## src/rtl/sdd_pkg.sv

```systemverilog
package sdd_pkg;
  localparam int SDD_MAX_W = 16;
  localparam int SDD_DEF_W = 12;

  // Map a requested width onto the legal range 1..maxw.
  function automatic int clamp_width(int req, int maxw);
    if (req < 1) return 1;
    if (req > maxw) return maxw;
    return req;
  endfunction
endpackage

```

## src/rtl/sdd_win_ctrl.sv

```systemverilog
module sdd_win_ctrl #(
  parameter int MAX_W = 16,
  parameter int DEF_W = 12,
  parameter int CFG_W = 5
) (
  input  logic             clk,
  input  logic             rst_n,
  input  logic             stb,
  input  logic [CFG_W-1:0] cfg_w,
  output logic             win_end,
  output logic [MAX_W-1:0] max_code
);
  import sdd_pkg::*;

  logic [CFG_W-1:0] act_w;
  logic [MAX_W-1:0] cnt;

  // Mask of the active width: bit i is set while i < n.
  for (genvar i = 0; i < MAX_W; i++) begin : g_mask
    assign max_code[i] = (32'(act_w) > i);
  end

  assign win_end = stb && (cnt == max_code);

  always_ff @(posedge clk) begin
    if (!rst_n) begin
      act_w <= CFG_W'(DEF_W);
      cnt   <= '0;
    end else if (win_end) begin
      cnt   <= '0;
      act_w <= CFG_W'(clamp_width(int'(cfg_w), MAX_W));
    end else if (stb) begin
      cnt <= cnt + 1'b1;
    end
  end

  assert_cnt_in_window_R3: assert property (@(posedge clk) disable iff (!rst_n)
    cnt <= max_code);
  assert_width_held_R7: assert property (@(posedge clk) disable iff (!rst_n)
    !win_end |=> $stable(act_w));
endmodule

```

## src/rtl/sdd_ones_acc.sv

```systemverilog
module sdd_ones_acc #(
  parameter int MAX_W = 16
) (
  input  logic             clk,
  input  logic             rst_n,
  input  logic             stb,
  input  logic             sd_bit,
  input  logic             win_end,
  input  logic [MAX_W-1:0] max_code,
  output logic [MAX_W-1:0] sum_sat
);
  logic [MAX_W:0] ones;
  logic [MAX_W:0] nxt;

  assign nxt     = ones + {{MAX_W{1'b0}}, sd_bit};
  assign sum_sat = (nxt > {1'b0, max_code}) ? max_code : nxt[MAX_W-1:0];

  always_ff @(posedge clk) begin
    if (!rst_n)       ones <= '0;
    else if (win_end) ones <= '0;
    else if (stb)     ones <= nxt;
  end

  assert_restart_zero_R4: assert property (@(posedge clk) disable iff (!rst_n)
    win_end |=> ones == '0);
  assert_ones_bounded_R6: assert property (@(posedge clk) disable iff (!rst_n)
    ones <= {1'b0, max_code});
endmodule

```

## src/rtl/sdd_result_reg.sv

```systemverilog
module sdd_result_reg #(
  parameter int MAX_W = 16
) (
  input  logic             clk,
  input  logic             rst_n,
  input  logic             stb,
  input  logic             sd_bit,
  input  logic             win_end,
  input  logic [MAX_W-1:0] sum_sat,
  input  logic             rd,
  input  logic             irq_en,
  output logic [MAX_W-1:0] result,
  output logic             valid,
  output logic             raw,
  output logic             irq
);
  always_ff @(posedge clk) begin
    if (!rst_n) begin
      result <= '0;
      valid  <= 1'b0;
      raw    <= 1'b0;
    end else begin
      if (win_end) begin
        result <= sum_sat;
        valid  <= 1'b1;
      end else if (rd) begin
        valid <= 1'b0;
      end
      if (stb) raw <= sd_bit;
    end
  end

  assign irq = valid && irq_en;

  assert_done_on_end_R8: assert property (@(posedge clk) disable iff (!rst_n)
    win_end |=> valid);
  assert_result_held_R8: assert property (@(posedge clk) disable iff (!rst_n)
    !win_end |=> $stable(result));
  assert_read_clears_R9: assert property (@(posedge clk) disable iff (!rst_n)
    valid && rd && !win_end |=> !valid);
  assert_raw_held_R5: assert property (@(posedge clk) disable iff (!rst_n)
    !stb |=> $stable(raw));
endmodule

```

## src/rtl/sdm_count_decimator.sv

```systemverilog
module sdm_count_decimator #(
  parameter int MAX_W = sdd_pkg::SDD_MAX_W,
  parameter int DEF_W = sdd_pkg::SDD_DEF_W,
  parameter int CFG_W = 5
) (
  input  logic             clk,
  input  logic             rst_n,
  input  logic             mod_bit,
  input  logic             mod_stb,
  input  logic [CFG_W-1:0] cfg_width,
  input  logic             irq_en,
  input  logic             res_ready,
  output logic             res_valid,
  output logic [MAX_W-1:0] result,
  output logic             raw_bit,
  output logic             irq
);
  logic             win_end;
  logic [MAX_W-1:0] max_code;
  logic [MAX_W-1:0] sum_sat;

  sdd_win_ctrl #(.MAX_W(MAX_W), .DEF_W(DEF_W), .CFG_W(CFG_W)) u_win (
    .clk(clk), .rst_n(rst_n), .stb(mod_stb), .cfg_w(cfg_width),
    .win_end(win_end), .max_code(max_code)
  );

  sdd_ones_acc #(.MAX_W(MAX_W)) u_acc (
    .clk(clk), .rst_n(rst_n), .stb(mod_stb), .sd_bit(mod_bit),
    .win_end(win_end), .max_code(max_code), .sum_sat(sum_sat)
  );

  sdd_result_reg #(.MAX_W(MAX_W)) u_res (
    .clk(clk), .rst_n(rst_n), .stb(mod_stb), .sd_bit(mod_bit),
    .win_end(win_end), .sum_sat(sum_sat), .rd(res_ready), .irq_en(irq_en),
    .result(result), .valid(res_valid), .raw(raw_bit), .irq(irq)
  );

  assert_result_fits_R6: assert property (@(posedge clk) disable iff (!rst_n)
    win_end |=> result <= $past(max_code));
endmodule

```

## config.mk

```make
export PLATFORM = sky130hd
export DESIGN_NAME = sdm_count_decimator
export DESIGN_NICKNAME = d
export VERILOG_FILES = /design/src/rtl/sdd_pkg.sv /design/src/rtl/sdd_win_ctrl.sv /design/src/rtl/sdd_ones_acc.sv /design/src/rtl/sdd_result_reg.sv /design/src/rtl/sdm_count_decimator.sv
export SDC_FILE = /design/constraint.sdc
export NUM_CORES = 1
export LEC_CHECK = 0
export ABC_AREA = 0
export ABC_CLOCK_PERIOD_IN_PS = 5900
export BUFFER_PORTS_ARGS = -buffer_cell sky130_fd_sc_hd__buf_4
export CAP_MARGIN = 20
export CELL_PAD_IN_SITES_DETAIL_PLACEMENT = 0
export CELL_PAD_IN_SITES_GLOBAL_PLACEMENT = 2
export CORE_MARGIN = 2
export CORE_UTILIZATION = 30
export DETAILED_ROUTE_END_ITERATION = 16
export PLACE_DENSITY = 0.73
export RECOVER_POWER = 100
export SYNTH_ARGS = -nofsm -noshare
export SYNTH_HDL_FRONTEND = slang
export SYNTH_SLANG_ARGS = --single-unit
```

## constraint.sdc

```tcl
create_clock -name clk -period 5.9 [get_ports clk]
set_input_delay 1.18 -clock clk [delete_from_list [all_inputs] [get_ports clk]]
set_output_delay 1.18 -clock clk [all_outputs]
set_load 0.02 [all_outputs]
```

==> results of run 1 <==
where the power goes:
part | internal [mW] | switching [mW]
clock network | 0.170 | 0.136
logic | 0.0176 | 0.0247
registers | 0.381 | 0.00381
path summary, 6_finish.rpt:
check | end | slack [ns] | depth (start not counted)
setup / recovery | u_res.result[9] | 0.76 | 16
hold / removal | u_res.result[4] | 0.47 | 2
setup reg to reg | u_res.result[15] | 1.42 | 8
hold reg to reg | u_res.result[4] | 0.47 | 2
synthesized netlist by cell type, types with 3 or more instances:
library cell and number:
and3_1 6, o22ai_1 6, xor2_1 35, buf_4 4
mux2i_1 22, nand2b_1 6, nand2_1 26, nand4_1 14
o22ai_2 10, a21o_1 3, clkbuf_1 4, nor2_1 46
a21oi_1 7, nand3_1 18, o21ai_0 4, nor3_1 9
nor2b_1 4, xnor2_1 20, inv_1 33, dfxtp_1 56
buf_2 9, ha_1 19, nand3b_1 3
sequential cells by signal, summed over array words and instances, names as in the netlist:
name and count:
u_res.raw 1, u_win.cnt 16, u_acc.ones 17, u_res.valid 1, u_res.result 16, u_win.act_w 5
cell type report:
type	instances	area share, %
tap	140	4.64
multi-input combinational	289	54.3
inverter	34	3.38
clock buffer	8	3.88
sequential	56	29.7
timing repair buffer	32	4.11
per-stage QoR:
step                cells  utilization (%)  power (mW)
floorplan             399                -       0.424
global placement      550             33.8       0.437
detailed placement    551             33.9       0.440
CTS                   559             35.3       0.751
global route          559             34.4       0.768
finish                559             34.4       0.733
routing by layer:
| layer | share of wire, % | GRT usage (%) | vias to the layer above |
|---|---|---|---|
| li1 | - | - | 1390 |
| met1 | 50 | 18.9 | 1241 |
| met2 | 47 | 22.6 | 28 |
| met3 | 1.9 | 2.58 | 7 |
| met4 | 1.2 | 3.92 | 0 |
| met5 | 0 | 0 | - |
cells by family after synthesis:
group | Yosys count
simple gates | 147
mux | 22
fa+ha+maj | 19
xor+xnor | 55
buf+inv | 54
compound gates | 46
flops | 56
worst max-delay path: stages:
cell      delay, ns
clkbuf_1       0.12
ha_1           0.24
ha_1           0.24
nand3_1        0.14
nor2_1         0.49
and3_1         0.25
xor2_1         0.34
ha_1           0.32
a21oi_1        0.14
o21ai_0        0.08
a21o_1         0.19
a221o_1        0.36
a21boi_2       0.40
clkbuf_2       0.42
mux2i_1        0.28
o22ai_2        0.08
==> metrics.md, run 1 <==
| Metric | Value |
|---|---|
| Row cnt | `38` |
| Via/cell ratio | `4.77` |
| Setup TNS | `0 ns` |
| First-pass GRT wire length | `14000 um` |
| Reg2reg start | `u_win.act_w[4]` |
| Simple-gate share of the synthesized area | `21.3%` |
| Tightest Pin Transition | `1.58 ns` |
| Worst Clk Skew | `0.00408 ns` |
| Slew margin rel. | `-5.27%` |
| Num Clock Sinks | `56` |
| FILL cells | `1173` |
| Final hold vios | `0` |
| Wire per inst | `14.6 um` |
| WL final | `8140 um` |
| Async SR Flop Fraction | `0%` |
| XOR/XNOR Fraction of Synth Area | `14.1%` |
| Number of synthesized flops with an enable pin | `0` |
| H-tree depth | `2` |
| Status | `finished, violations left` |
| Die Footprint | `0.0122 sq mm` |
| Syn nets | `429` |
| Synth cell types | `50` |
| GRT Total Usage | `13.9%` |
| Number of top-level pins | `30` |
| Die X | `111 um` |
| MaxCap Viol Count | `1` |
| Main combinational cell family by area after synthesis | `simple AND/OR/NAND/NOR gates` |
| Clock slew seen by the registers of the worst setup and hold paths | `0.07 ns` |
| Synth Area in Compound Gates | `11.1%` |
| Most common cell after layout, fill and taps aside | `dfxtp_1` |
| Skew-Pair Late Insertion Delay | `0.29 ns` |
| Cells after synthesis | `399` |
| Chip height | `111 um` |
| DRC Markers | `0` |
| Crit path DAT | `5.27 ns` |
| Worst Setup SP | `mod_bit` |
| Resize count post-CTS | `0` |
| CTS tree | `yes` |
| Hold crit path type | `flip-flop to flip-flop` |
| Req. time, crit path | `6.03 ns` |
| Top cell type's share of synthesized area | `32.9%` |
| Post-CTS setup buffer count | `0` |
| Final nets | `448` |
| Register bit total from synthesis | `56` |
| Root buf cell | `clkbuf_16` |
| Leading cell types in the layout, fill and taps excluded | `dfxtp_1, nor2_1, xor2_1` |
| DP Worst Slack | `0.611 ns` |
| Reg area | `0.00112 sq mm` |
| Area contributors post-synth | `dfxtp_1, xor2_1, ha_1, mux2i_1, xnor2_1` |
| Layout cells sized above 1 | `8.59%` |
| Initial DRC Count | `104` |
| Final min period | `5.14 ns` |
| Hold Buf Count CTS | `0` |
| Synthesized area per cell | `8.55 sq um` |
| Routed vias | `2666` |
| Pin count of the biggest net entering global routing | `29` |
| Register area share after synthesis | `32.9%` |
| Hpwl dp | `6120 um` |
| Pleak | `1.56 nW` |
| Post-DP Area | `0.00373 sq mm` |
| Starting Density | `31.1%` |
| Final Instance Area | `0.00377 sq mm` |
| Crit. End Element | `flip-flop` |
| Crit-path max FO | `10` |
| Peak supply drop | `0.0000889 V` |
| GR Overflow Total | `0` |
| Main synth FF type | `dfxtp_1` |
| GPL Wtd Cong | `0.785` |
| Cts bufs inserted | `5` |
| Slew Limit Fails | `29` |
| Vias in the first global route | `2673` |
| FMAX | `194 MHz` |
| CP startpoint kind | `input port` |
| Fin crit share | `87.2%` |
| Clk buf depth | `2` |
| Syn. warnings | `0` |
| Synth Cell Area | `0.00341 sq mm` |
| Initial antenna violation count | `0` |
| P&R area growth vs syn | `10.6%` |
| Critical setup path kind | `input port to flip-flop` |
| Unrepaired setup endpoints after global routing | `no` |
| Post-Synth Adder-Cell Area | `6.97%` |
| Pre-Repair DR Iteration Count | `4` |
| Area leader, netlist | `dfxtp_1` |
| Area of the multi-input gates | `0.00205 sq mm` |
| HP Start | `u_res.result[4]` |
| Hold Slack | `0.473 ns` |
| Final setup fails | `0` |
| Port bufs | `29` |
| DRT antenna net count | `0` |
| Failing checks | `capacitance limit, slew limit` |
| Multiplexer share of the synthesized area | `6.45%` |
| Setup ws final | `0.757 ns` |
| P per Cell Area | `194 mW/mm^2` |
| Core area | `0.0110 sq mm` |
| Inserted Diodes | `0` |
No activity file was read; power rests on OpenSTA's default activity.
==> run 2, diff against run 1 <==
PLACE_DENSITY = default   (was 0.73)
PLACE_DENSITY_LB_ADDON = 0.1   (was default)
TNS_END_PERCENT = 100   (was default)
==> metrics.md, run 2 (synthesis results as in run 1) <==
| Metric | Value |
|---|---|
| Combinational group share of total power | `5.7% (about the same)` |
| Final Instance Area | `0.00378 sq mm (+0.27%)` |
| Status | `finished clean` |
| Starting Density | `31.1% (unchanged)` |
| Switching power share of the total | `23.7% (+1.2 points)` |
| Max reg flops | `17 (unchanged)` |
| Pre-Repair DR Iteration Count | `4 (unchanged)` |
| Crit-path slowest cell | `nor2_1` |
| Crit path DAT | `5.12 ns (-0.15 ns)` |
| Number of top-level pins | `30 (unchanged)` |
| Initial DRC Count | `99 (-4.8%)` |
| Req. time, crit path | `6.04 ns (about the same)` |
| Final min period | `4.97 ns (-0.171 ns)` |
| Leading cell types in the layout, fill and taps excluded | `dfxtp_1, nor2_1, xor2_1` |
| Root buf cell | `clkbuf_16` |
| Core Util, Final | `34.5% (+0.091 points)` |
| Hpwl dp | `6410 um (+4.7%)` |
| Num Clock Sinks | `56 (unchanged)` |
| Tightest Pin Transition | `1.34 ns (-0.241 ns)` |
| Max incr delay on CP | `0.47 ns (-0.02 ns)` |
| First-pass GRT wire length | `14200 um (+1.7%)` |
| CP delay by family, top | `compound AO/OA/AOI/OAI gates` |
| P per Cell Area | `197 mW/mm^2 (+1.3%)` |
| Final hold vios | `0 (unchanged)` |
| Setup TNS | `0 ns (unchanged)` |
| Post-DP Area | `0.00372 sq mm (-0.13%)` |
| FMAX | `201 MHz (+3.4%)` |
| Vias in the first global route | `2655 (-0.67%)` |
| P&R area growth vs syn | `10.9%` |
| Worst Clk Skew | `0.0129 ns (+0.00881 ns)` |
| DRC Markers | `0 (unchanged)` |
| GR Overflow Total | `0 (unchanged)` |
| Pleak | `1.56 nW (-0.23%)` |
| Port bufs | `29 (unchanged)` |
| Pwr Total | `0.745 mW (+1.6%)` |
| Wire per inst | `15.3 um (+5.1%)` |
| Fin crit share | `84.3% (-2.9 points)` |
| Chip height | `111 um (unchanged)` |
| Final Non-Filler Cells | `560 (+0.18%)` |
| CP startpoint kind | `input port` |
| DRT antenna net count | `0 (unchanged)` |
| CTS tree | `yes` |
| Hold crit path type | `flip-flop to flip-flop` |
| Peak supply drop | `0.000128 V (+44%)` |
| Buf/Inv on CP | `2 (unchanged)` |
| Internal | `0.568 mW (about the same)` |
| WL final | `8570 um (+5.3%)` |
| Switching pwr | `0.177 mW (+7.2%)` |
| Row cnt | `38 (unchanged)` |
| Most common cell after layout, fill and taps aside | `dfxtp_1` |
| Worst path cell trace | `clkbuf_1 -> ha_1 -> ha_1 -> nand3_1 -> nor2_1 -> and3_1 -> xor2_1 -> ha_1 -> a21oi_1 -> o21ai_0 -> a21o_1 -> a221o_1 -> a21boi_2 -> clkbuf_1 -> mux2i_1 -> o22ai_2` |
| Core area | `0.0110 sq mm (unchanged)` |
| Resize count post-CTS | `0 (unchanged)` |
| Final setup fails | `0 (unchanged)` |
| Clk buf depth | `2 (unchanged)` |
| Pin count of the biggest net entering global routing | `30 (+3.4%)` |
| Clk network pwr share | `42.6% (+0.8 points)` |
| Die X | `111 um (unchanged)` |
| Cts bufs inserted | `5 (unchanged)` |
| Clock slew seen by the registers of the worst setup and hold paths | `0.08 ns (about the same)` |
| Inserted Diodes | `0 (unchanged)` |
| Die Footprint | `0.0122 sq mm (unchanged)` |
| Flop pwr share | `51.6% (-0.9 points)` |
| Worst path depth | `16 (unchanged)` |
| Hold Buf Count CTS | `0 (unchanged)` |
| DP Cell Count | `552 (+0.18%)` |
| GPL Wtd Cong | `0.768 (-2.1%)` |
| Slew margin rel. | `10.8% (+16 points)` |
| Path depth of the worst reg2reg path | `8 (unchanged)` |
| Initial antenna violation count | `0 (unchanged)` |
| Post-CTS setup buffer count | `0 (unchanged)` |
| Unrepaired setup endpoints after global routing | `no` |
| Routed vias | `2633 (-1.2%)` |
| Critical setup path kind | `input port to flip-flop` |
| Top flop regs | `u_acc.ones: 17 flops, u_res.result: 16 flops, u_win.cnt: 16 flops` |
| Hold Crit Depth | `2 (unchanged)` |
| Final nets | `449 (+0.22%)` |
| GRT Total Usage | `14.5% (+0.56 points)` |
| Crit-path max FO | `9 (-1)` |
| Layout cells sized above 1 | `8.81% (+0.22 points)` |
| Slew Limit Fails | `0 (-100%)` |
| Top cell by count, worst path | `ha_1` |
| Via/cell ratio | `4.70 (-1.4%)` |
| MaxCap Viol Count | `0 (-1)` |
| Skew-Pair Late Insertion Delay | `0.30 ns (about the same)` |
| Biggest register | `u_acc.ones` |
| FILL cells | `1201 (+2.4%)` |
| H-tree depth | `2 (unchanged)` |
| Crit. End Element | `flip-flop` |
==> run 2: worst register-to-register path, delay by kind of cell, from the launching register on <==
family	cells	cell delay [ns]
AND/OR/NAND/NOR	5	2.75
AO/OA/AOI/OAI	2	0.23
flip-flops	1	0.50
buffers and inverters	1	0.93
==> run 2: final cells by class <==
type	count	area, sq um	area share [%]
Multi-Input combinational cell	289	2050	54.1
Tap cell	140	175	4.63
Timing Repair Buffer	33	158	4.17
Clock buffer	6	139	3.67
Sequential cell	56	1120	29.6
Clock inverter	2	15.0	0.397
Inverter	34	128	3.37
==> run 2: power groups by stage <==
stage                     sequential (mW)  combinational (mW)  clock, mW
after floorplan                     0.393              0.0309          0
after global placement              0.393              0.0460          0
after detailed placement            0.393              0.0458          0
after CTS                           0.385              0.0460      0.328
after global routing                0.385              0.0483      0.340
final                               0.385              0.0428      0.317
==> run 2: path summary, 6_finish.rpt <==
check | from | end | slack [ns]
setup / recovery | mod_bit | u_res.result[13] | 0.93
hold / removal | u_res.result[1] | u_res.result[1] | 0.48
setup reg to reg | u_win.act_w[4] | u_res.result[15] | 1.32
hold reg to reg | u_res.result[1] | u_res.result[1] | 0.48
==> run 2: per-layer routing <==
| layer | global-route usage [%] | vias to the layer above | routed length, um |
|---|---|---|---|
| met5 | 0 | - | 0 |
| met3 | 2.69 | 4 | 188 |
| li1 | - | 1397 | - |
| met1 | 20.4 | 1205 | 4510 |
| met2 | 22.7 | 27 | 3780 |
| met4 | 3.92 | 0 | 91 |
==> run 2: stage by stage <==
step                hold slack (ns)  setup WS (ns)
finish                        0.477          0.927
global route                  0.497          0.477
CTS                           0.483           1.16
detailed placement            0.472          0.859
global placement              0.465          0.865
floorplan                     0.465           1.54
==> run 3, diff against run 2 <==
ABC_AREA = 1   (was 0)
ABC_CLOCK_PERIOD_IN_PS = 4900   (was 5900)
clock period = 4.9 ns   (was 5.9 ns; I/O delays follow)
==> metrics.md, run 3 <==
| Metric | Value |
|---|---|
| Status | `finished clean` |
| Vias in the first global route | `3250 (+22%)` |
| Final nets | `580 (+29%)` |
| Req. time, crit path | `5.09 ns (-0.95 ns)` |
| Setup TNS | `0 ns (unchanged)` |
| WL final | `9690 um (+13%)` |
| Area contributors post-synth | `dfxtp_1, nand2_1, nand3_1, inv_1, ha_1` |
| DP Cell Count | `686 (+24%)` |
| Initial antenna violation count | `0 (unchanged)` |
| Synth Cell Area | `0.00347 sq mm (+1.7%)` |
| Pleak | `1.85 nW (+19%)` |
| Die X | `112 um (+0.81%)` |
| Top cell by count, worst path | `nand2_1` |
| Routed vias | `3287 (+25%)` |
| Cts bufs inserted | `5 (unchanged)` |
| Post-CTS setup buffer count | `0 (unchanged)` |
| Hold crit path type | `flip-flop to flip-flop` |
| GR Overflow Total | `0 (unchanged)` |
| Clock slew seen by the registers of the worst setup and hold paths | `0.07 ns (about the same)` |
| Slew margin rel. | `21.3% (+10 points)` |
| Async SR Flop Fraction | `0% (unchanged)` |
| Fin crit share | `85.6%` |
| Syn nets | `555 (+29%)` |
| FILL cells | `1292 (+7.6%)` |
| FMAX | `239 MHz` |
| Area leader, netlist | `dfxtp_1` |
| Crit path DAT | `4.39 ns (-0.73 ns)` |
| Max incr delay on CP | `0.54 ns (+0.07 ns)` |
| Hold Buf Count CTS | `0 (unchanged)` |
| Register bit total from synthesis | `56 (unchanged)` |
| Hpwl dp | `7500 um (+17%)` |
| Layout cells sized above 1 | `6.55% (-2.3 points)` |
| Row cnt | `39 (+2.6%)` |
| Path depth of the worst reg2reg path | `20 (+12)` |
| Final min period | `4.19 ns` |
| Tightest Pin Transition | `1.18 ns (-0.157 ns)` |
| Register area share after synthesis | `32.3% (-0.55 points)` |
| GRT Total Usage | `16.5% (+2.1 points)` |
| Pin count of the biggest net entering global routing | `34 (+13%)` |
| First-pass GRT wire length | `16100 um (+14%)` |
| P per Cell Area | `240 mW/mm^2 (+22%)` |
| Worst Clk Skew | `0.00563 ns (-0.00727 ns)` |
| DRC Markers | `0 (unchanged)` |
| Most frequent cell after synthesis | `nand2_1` |
| Number of top-level pins | `30 (unchanged)` |
| Main synth FF type | `dfxtp_1` |
| Cells after synthesis | `525 (+32%)` |
| Port bufs | `29 (unchanged)` |
| Wire per inst | `14.0 um (-8.6%)` |
| Crit-path slowest cell | `nand2_1` |
| Peak supply drop | `0.000135 V (+5.5%)` |
| Worst path depth | `21 (+5)` |
| CP delay by family, top | `simple AND/OR/NAND/NOR gates` |
| P&R area growth vs syn | `12.2%` |
| Clk buf depth | `2 (unchanged)` |
| Inserted Diodes | `0 (unchanged)` |
| Die Footprint | `0.0124 sq mm (+1.6%)` |
| Core area | `0.0114 sq mm (+3.5%)` |
| H-tree depth | `2 (unchanged)` |
| MaxCap Viol Count | `0 (unchanged)` |
| Synthesized area per cell | `6.61 sq um (-23%)` |
| Starting Density | `30.5% (-0.55 points)` |
| Top cell type's share of synthesized area | `32.3% (-0.55 points)` |
| Initial DRC Count | `134 (+35%)` |
| Synth cell count leaders | `nand2_1, inv_1, nand3_1, dfxtp_1, nor2_1` |
| Synth cell types | `31 (-38%)` |
| Number of synthesized flops with an enable pin | `0 (unchanged)` |
| Root buf cell | `clkbuf_16` |
| Crit-path max FO | `17 (+8)` |
| DRT antenna net count | `0 (unchanged)` |
| Unrepaired setup endpoints after global routing | `no` |
| Worst path cell trace | `buf_4 -> ha_1 -> ha_1 -> nand3_1 -> nor2_1 -> nand3_1 -> inv_1 -> nand2_1 -> nor2_1 -> nand2_1 -> xor2_1 -> inv_1 -> ha_1 -> a21oi_1 -> nand2_1 -> nand2_1 -> nand2_1 -> nand2_1 -> nand2_1 -> nand3_1 -> nand2_1` |
| Most common cell after layout, fill and taps aside | `nand2_1` |
| Syn. warnings | `0 (unchanged)` |
| Num Clock Sinks | `56 (unchanged)` |
| Max reg flops | `17 (unchanged)` |
| Resize count post-CTS | `0 (unchanged)` |
| Final setup fails | `0 (unchanged)` |
| Pre-Repair DR Iteration Count | `4 (unchanged)` |
| CTS tree | `yes` |
| Top flop regs | `u_acc.ones: 17 flops, u_res.result: 16 flops, u_win.cnt: 16 flops` |
| Hold Crit Depth | `2 (unchanged)` |
| Critical setup path kind | `input port to flip-flop` |
| Final hold vios | `0 (unchanged)` |
| Skew-Pair Late Insertion Delay | `0.30 ns (about the same)` |
| Via/cell ratio | `4.74 (+0.88%)` |
| Final Non-Filler Cells | `693 (+24%)` |
| Chip height | `112 um (+0.81%)` |
| GPL Wtd Cong | `0.828 (+7.7%)` |
| Crit. End Element | `flip-flop` |
| Buf/Inv on CP | `3 (+1)` |
| Leading cell types in the layout, fill and taps excluded | `nand2_1, inv_1, nand3_1` |
| Slew Limit Fails | `0 (unchanged)` |
| Biggest register | `u_acc.ones` |
| CP startpoint kind | `input port` |
-- run 3: cell types whose count changed after synthesis, sizes merged, moves of 7 or more --
cell / change
nand2: +115
nand3: +46
inv: +33
mux2i: -22
o21ai: +20
xnor2: -17
a21oi: +16
o22ai: -14
nor2: +11
xor2: -11
nand4: -7
-- run 3: final timing paths --
path                            slack (ns)               end              from
worst max-delay path                  0.71  u_res.result[12]           mod_bit
worst max register to register        1.13  u_res.result[12]     u_acc.ones[0]
worst min-delay path                  0.47  u_res.result[15]  u_res.result[15]
worst min register to register        0.47  u_res.result[15]  u_res.result[15]
-- run 3: kinds of logic after synthesis --
| family | share of synthesized area (%) |
|---|---|
| AO/OA/AOI/OAI | 7.83 |
| AND/OR/NAND/NOR | 36.7 |
| XOR/XNOR | 6.82 |
| buffers and inverters | 9.48 |
| adder cells (fa/ha/maj) | 6.85 |
| flip-flops | 32.3 |
-- run 3: power breakdown --
part	total (mW)	internal (mW)	switching, mW
logic	0.0842	0.0297	0.0545
registers	0.472	0.464	0.00765
clock network	0.378	0.215	0.163
total	0.933	0.709	0.225
-- run 3: layout make-up --
type,count,area [sq um],area share (%)
Multi-Input combinational cell,386,2010,51.6
Tap cell,143,179,4.60
Timing Repair Buffer,34,180,4.63
Inverter,67,251,6.46
Sequential cell,56,1120,28.8
Clock buffer,7,153,3.92
-- run 3: layer usage --
layer	track usage, %	vias to the layer above	part of all wire (%)
met5	0	-	0
met2	30.3	34	52
li1	-	1722	-
met1	18.8	1520	43
met3	3.81	11	2.9
met4	5.84	0	1.9
-- run 3: stage by stage --
step           power (mW)  hold WS (ns)  util, %  area (sq um)  setup slack, ns
6_report            0.933         0.475     34.2          3890            0.707
5_1_grt             0.984         0.487     34.2          3890            0.306
4_1_cts             0.955         0.479     35.0          3980            0.868
3_5_place_dp        0.570         0.467     33.7          3830            0.554
3_3_place_gp        0.569         0.461     33.7          3830            0.575
2_1_floorplan       0.540         0.453        -          3470             1.25
-- run 3: tightest hold or removal path, stage by stage, from the launching register on --
cell and delay, ns:
dfxtp_1 0.31, nand3_1 0.07, nand2_1 0.05
